$ cat src/rtl/aging_pkg.sv
// Package: shared defaults for the aging replacement selector.
// Assumes: consumers override these through module parameters when needed.
package aging_pkg;
    localparam int DEF_FRAMES   = 8;
    localparam int DEF_AGE_BITS = 8;
endpackage

$ cat src/rtl/aging_cell.sv
// Module: history word for one frame.
// Each tick shifts the word right by one bit. A hit sets the top bit, and it
// does so after the shift, so a tick and a hit in the same cycle leave the top
// bit set on the shifted value.
// Assumes: hit is already qualified for this frame.
module aging_cell #(
    parameter int AGE_BITS = aging_pkg::DEF_AGE_BITS
) (
    input  logic                clk,
    input  logic                rst_n,
    input  logic                tick,
    input  logic                hit,
    output logic [AGE_BITS-1:0] age
);
    logic [AGE_BITS-1:0] age_nxt;

    // Next history value: shift on tick, then mark use.
    always_comb begin
        age_nxt = tick ? (age >> 1) : age;
        if (hit) begin
            age_nxt[AGE_BITS-1] = 1'b1;
        end
    end

    // History register with synchronous clear.
    always_ff @(posedge clk) begin
        if (!rst_n) begin
            age <= '0;
        end else begin
            age <= age_nxt;
        end
    end
endmodule

$ cat src/rtl/aging_min_find.sv
// Module: combinational search for the frame with the smallest history word.
// The scan runs in ascending index order with a strict less-than compare, so
// on a tie the lowest index is kept.
// Assumes: ages_flat packs frame i at bits [i*AGE_BITS +: AGE_BITS].
module aging_min_find #(
    parameter int NUM_FRAMES = aging_pkg::DEF_FRAMES,
    parameter int AGE_BITS   = aging_pkg::DEF_AGE_BITS,
    parameter int IDX_W      = 3
) (
    input  logic [NUM_FRAMES*AGE_BITS-1:0] ages_flat,
    output logic [IDX_W-1:0]               min_idx
);
    logic [AGE_BITS-1:0] best_val;

    // Linear minimum scan with lowest-index tie break.
    always_comb begin
        best_val = ages_flat[AGE_BITS-1:0];
        min_idx  = '0;
        for (int i = 1; i < NUM_FRAMES; i++) begin
            if (ages_flat[i*AGE_BITS +: AGE_BITS] < best_val) begin
                best_val = ages_flat[i*AGE_BITS +: AGE_BITS];
                min_idx  = IDX_W'(i);
            end
        end
    end
endmodule

$ cat src/rtl/aging_victim_sel.sv
// Module: top of the aging replacement selector.
// It decodes references into per-frame hits, holds one history word per frame
// and registers the result of the minimum search when a victim is requested.
// Assumes: ref_frame values of NUM_FRAMES or above match no frame.
// A request sees the words from before any same-cycle update.
module aging_victim_sel #(
    parameter int NUM_FRAMES = aging_pkg::DEF_FRAMES,
    parameter int AGE_BITS   = aging_pkg::DEF_AGE_BITS,
    localparam int IDX_W     = (NUM_FRAMES > 1) ? $clog2(NUM_FRAMES) : 1
) (
    input  logic             clk,
    input  logic             rst_n,
    input  logic             ref_valid,
    input  logic [IDX_W-1:0] ref_frame,
    input  logic             tick,
    input  logic             victim_req,
    output logic [IDX_W-1:0] victim_idx,
    output logic             victim_valid
);
    logic [NUM_FRAMES*AGE_BITS-1:0] ages_flat;
    logic [NUM_FRAMES-1:0]          hit_vec;
    logic [IDX_W-1:0]               min_idx;

    for (genvar g = 0; g < NUM_FRAMES; g++) begin : g_frame
        // Per-frame reference decode.
        assign hit_vec[g] = ref_valid && (ref_frame == IDX_W'(g));

        aging_cell #(.AGE_BITS(AGE_BITS)) u_cell (
            .clk   (clk),
            .rst_n (rst_n),
            .tick  (tick),
            .hit   (hit_vec[g]),
            .age   (ages_flat[g*AGE_BITS +: AGE_BITS])
        );
    end

    aging_min_find #(
        .NUM_FRAMES (NUM_FRAMES),
        .AGE_BITS   (AGE_BITS),
        .IDX_W      (IDX_W)
    ) u_min (
        .ages_flat (ages_flat),
        .min_idx   (min_idx)
    );

    // Victim output register: one-cycle valid pulse per request.
    always_ff @(posedge clk) begin
        if (!rst_n) begin
            victim_valid <= 1'b0;
            victim_idx   <= '0;
        end else begin
            victim_valid <= victim_req;
            if (victim_req) begin
                victim_idx <= min_idx;
            end
        end
    end
endmodule

$ cat config.mk
export PLATFORM = sky130hd
export DESIGN_NAME = aging_victim_sel
export DESIGN_NICKNAME = d
export VERILOG_FILES = /design/src/rtl/aging_pkg.sv /design/src/rtl/aging_cell.sv /design/src/rtl/aging_min_find.sv /design/src/rtl/aging_victim_sel.sv
export SDC_FILE = /design/constraint.sdc
export NUM_CORES = 1
export LEC_CHECK = 0
export BUFFER_PORTS_ARGS = -buffer_cell sky130_fd_sc_hd__buf_2
export CAP_MARGIN = 30
export CORE_ASPECT_RATIO = 2
export CORE_MARGIN = 2
export CORE_UTILIZATION = 49
export CTS_BUF_LIST = sky130_fd_sc_hd__clkbuf_2
export DETAILED_ROUTE_END_ITERATION = 8
export GPL_ROUTABILITY_DRIVEN = 0
export PLACE_DENSITY = 0.76
export SKIP_LAST_GASP = 1
export SYNTH_ARGS = -nofsm -noshare
export SYNTH_HDL_FRONTEND = slang
export SYNTH_SLANG_ARGS = --single-unit
export TNS_END_PERCENT = 10
$ cat constraint.sdc
create_clock -name clk -period 15 [get_ports clk]
set_clock_uncertainty 0.05 [all_clocks]
set_input_delay 3 -clock clk [delete_from_list [all_inputs] [get_ports clk]]
set_output_delay 3 -clock clk [all_outputs]
set_load 0.01 [all_outputs]
==> summary by stage <==
Run status
The flow ran to the end, and the final reports show no timing, DRC or antenna violations.

Detailed routing
The number of DRC markers after the initial detailed-route iteration is 298. The final wirelength is 11500 µm. After detailed routing, the number of remaining DRC violations is 0. The post-detailed-route count of antenna-violating nets is 0.

The first detailed-routing pass ran for 4 iterations. The via count normalized by instance count is 5.81. Dividing the detail-routed wire length by the instance count gives between 15 and 20 µm. The total number of vias is 3996.

Power and ir drop
The worst-case IR drop observed on VDD is around 45 µV. The part of the total power dissipated in the clock network is between 20 and 30%. Registers are responsible for 42.3% of the overall power. The switching share of power is 37.1%. Combinational logic burns 32.1% of the power. Summed over all nets, the switching power comes to 0.000165 W. The overall power of the completed layout is 0.000444 W. Dividing total power by cell area gives a power density of 87.1 nW/µm². Summed over all cells, the static leakage comes to 2.16 nW. The internal portion of the total power is around 0.00028 W.

Global routing
Entering global routing, the biggest net connects 69 pins. The met1 track demand over resource is between 10% and 20%. Global routing finished with a remaining overflow of 0. The global-route wire length before repair is about 19000 µm. The global-route layer with the greatest usage is met2. The via count of the first global-routing pass is 4068. Global routing used 22.9% of the available tracks across all layers. Global routing consumed, on the met3 layer, 4.04% of the routing resources.

Global routing used 43.1% of the available met2 tracks. The number of antenna violations at the first check in global routing is 1.

STA
Setup violations remaining at the end of the flow were counted as 0. The hold violation count in the final report is 0. Based on the critical path, the design can be clocked at up to 0.0731 GHz. The transition time of the tightest slew-check pin is 0.934 ns. Setup repair after global routing left no endpoint under its margin. The worst pin sits at a relative slew slack of 37.7%. The final critical-path share of the clock period is 91.2%.

The number of max-slew violations in the final report came to 0. The time the final worst path needs with I/O delays and setup is ~14 ns. The sum of negative setup slack is 0 ns.

Placement
Counting tap cells, the placed design contains a total of 670 instances. Once detailed placement completed, the half-perimeter wirelength came to 8810 µm. Port buffering added 11 buffers.

CTS
No sink is reached through more buffers than the 2 on the longest clock path. The sink count of the clock tree is a little under 70. The clock latency reported for the late side of the worst-skew pair is roughly 0.56 ns.

Clock tree synthesis selected as its root buffer the cell sky130_fd_sc_hd__clkbuf_2. The post-CTS setup buffer count is 0. Buffers inserted to repair hold after CTS numbered 0. The number of gates resized after CTS was 0. Clock-pin slew was measured on the worst setup and hold paths at about 0.23 ns.

TritonCTS built the clock tree. The number of levels in the clock H-tree is 3. The number of CTS-inserted buffers is 9.

Critical path
The maximum fanout along the worst path is 16. For the worst setup path, the data arrival time is ~14 ns. The slowest stage of the critical path belongs to the cell sky130_fd_sc_hd__a21oi_1. The setup path with the least slack is of type reg2reg.

The type of element launching the critical path is a flip-flop. The critical path's largest stage delay is 0.74 ns. The worst setup path is captured at a flip-flop. The worst register-to-register path has a setup slack of 1.32 ns. The most used cell along the critical path is sky130_fd_sc_hd__a21oi_1. The worst endpoint required time is 15.43 ns.

Die
The total core area is between 9000 and 10000 µm². Once the floorplan was initialized, standard cells occupied 50.0% of the core. The I/O pin count is 12.

The die covers 10700 µm². The floorplan row count is 51. The height of the die is between 100 and 150 µm. The horizontal die dimension is 74.1 µm.

Synthesis
The number of flops mapped to enable cells by yosys is 0. The part of the Yosys area used for sequential elements is between 20% and 30%. In this run, synthesis produced a sequential element count of 68.

The number of nets produced by synthesis is 597. Among all flip-flop cells after synthesis, the most frequent one is sky130_fd_sc_hd__dfxtp_1. The cell area after synthesis is a little under 5000 µm². Yosys printed 0 warnings. The average instance in the mapped netlist occupies 8.79 µm². Synthesis produced roughly 550 cells. The share of flip-flops with an asynchronous set or reset after synthesis is 0%. The number of library cell types mapped by synthesis is just over 70.

Finish
The post-route non-filler standard cell count is 688. The number of nets at the end of the flow is 599. The share of final-layout standard cells stronger than drive strength 1 is 12.3%. The area growth from synthesis to layout is 5.76%.

Worst hold path
The type of the most critical hold path is reg2reg.

Flow run
Across the run, the number of max-cap violations was 0.
[placed cells by master, fill, tap and decap left out, types with 4 or more instances in the layout]
| cell type | n |
|---|---|
| sky130_fd_sc_hd__dfxtp_1 | 68 |
| sky130_fd_sc_hd__nor2b_1 | 64 |
| sky130_fd_sc_hd__mux2i_1 | 64 |
| sky130_fd_sc_hd__inv_1 | 45 |
| sky130_fd_sc_hd__a21oi_1 | 41 |
| sky130_fd_sc_hd__ha_1 | 41 |
| sky130_fd_sc_hd__nor2_1 | 27 |
| sky130_fd_sc_hd__nand2_1 | 21 |
| sky130_fd_sc_hd__o21ai_0 | 19 |
| sky130_fd_sc_hd__a21o_1 | 11 |
| sky130_fd_sc_hd__nand3_1 | 10 |
| sky130_fd_sc_hd__o22ai_1 | 10 |
| sky130_fd_sc_hd__buf_2 | 10 |
| sky130_fd_sc_hd__and2_1 | 9 |
| sky130_fd_sc_hd__clkbuf_2 | 9 |
| sky130_fd_sc_hd__mux2_4 | 7 |
| sky130_fd_sc_hd__nor3_1 | 5 |
| sky130_fd_sc_hd__a211oi_1 | 5 |
| sky130_fd_sc_hd__nand2b_1 | 5 |
| sky130_fd_sc_hd__mux2_2 | 5 |
| sky130_fd_sc_hd__maj3_1 | 4 |
| sky130_fd_sc_hd__a22oi_1 | 4 |
[layer usage]
layer / vias to the layer above / part of all wire (%)
li1: 1952 / -
met1: 1880 / 34
met2: 96 / 55
met3: 68 / 2.6
met4: 0 / 8.9
met5: - / 0
[metrics by stage]
step	cell area (µm²)	setup WS, ns	hold slack [ns]	util (%)
floorplan	4820	3.25	0.433	-
global placement	4950	2.19	0.466	51.3
detailed placement	4950	1.58	0.467	51.3
CTS	5070	1.47	0.500	52.6
global route	5100	0.281	0.513	52.9
finish	5100	1.32	0.495	52.9
[state kept, by name, indices dropped and copies added (netlist names)]
name                count
g_frame.u_cell.age     64
victim_idx              3
victim_valid            1
[cell usage after synthesis, types with 6 or more instances]
cell / count / area share, %
sky130_fd_sc_hd__nor2b_1: 64 / 8.3
sky130_fd_sc_hd__buf_1: 6 / 0.47
sky130_fd_sc_hd__dfxtp_1: 68 / 28
sky130_fd_sc_hd__ha_1: 41 / 11
sky130_fd_sc_hd__o21ai_0: 19 / 2.0
sky130_fd_sc_hd__nand2_1: 21 / 1.6
sky130_fd_sc_hd__inv_1: 45 / 3.5
sky130_fd_sc_hd__o22ai_1: 10 / 1.3
sky130_fd_sc_hd__mux2i_1: 64 / 13
sky130_fd_sc_hd__a21o_1: 11 / 1.7
sky130_fd_sc_hd__clkbuf_1: 11 / 0.86
sky130_fd_sc_hd__nor2_1: 27 / 2.1
sky130_fd_sc_hd__nand3_1: 10 / 1.0
sky130_fd_sc_hd__mux2_4: 7 / 2.2
sky130_fd_sc_hd__a21oi_1: 41 / 4.3
sky130_fd_sc_hd__and2_1: 9 / 1.2
[power by group through the flow]
stage	Sequential (W)	Combinational [W]	Clock, W
after floorplan	0.000192	0.000111	0
after global placement	0.000191	0.000135	0
after CTS	0.000188	0.000140	0.000117
final	0.000188	0.000142	0.000114
after global routing	0.000188	0.000152	0.000125
after detailed placement	0.000191	0.000140	0
[layout make-up]
| cell class | count | area, µm² |
|---|---|---|
| tap | 132 | 165 |
| fill | 893 | 4540 |
| multi-input combinational | 414 | 3190 |
| antenna | 1 | 2.50 |
| clock buffer | 9 | 45.0 |
| timing repair buffer | 12 | 85.1 |
| sequential | 68 | 1360 |
| inverter | 45 | 169 |
| clock inverter | 7 | 75.1 |
[cell families after synthesis]
| logic type | count (synthesis) | share of synthesized area [%] |
|---|---|---|
| AND/OR/NAND/NOR | 159 | 18.4 |
| AO/OA/AOI/OAI | 134 | 19.7 |
| multiplexers | 76 | 16.6 |
| flip-flops | 68 | 28.2 |
| buffers and inverters | 66 | 5.48 |
| adder cells (fa/ha/maj) | 45 | 11.5 |
[path summary, 6_finish.rpt]
| kind | start | to | depth (start not counted) |
|---|---|---|---|
| max reg2reg | g_frame[0].u_cell.age[2] | victim_idx[2] | 61 |
| min | g_frame[6].u_cell.age[0] | g_frame[6].u_cell.age[0] | 2 |
| min reg2reg | g_frame[6].u_cell.age[0] | g_frame[6].u_cell.age[0] | 2 |
| max | g_frame[0].u_cell.age[2] | victim_idx[2] | 61 |
[worst max-delay path, delay by kind of cell, from the launching register on]
family                     cells  cell delay, ns
AOI/OAI and AO/OA             32            7.09
adders and majority gates      7            1.96
buffers and inverters          5            0.63
DFF                            1            0.46
muxes                          2            0.63
and+or+nand+nor               15            2.76
(Power assumes the default switching activity.)
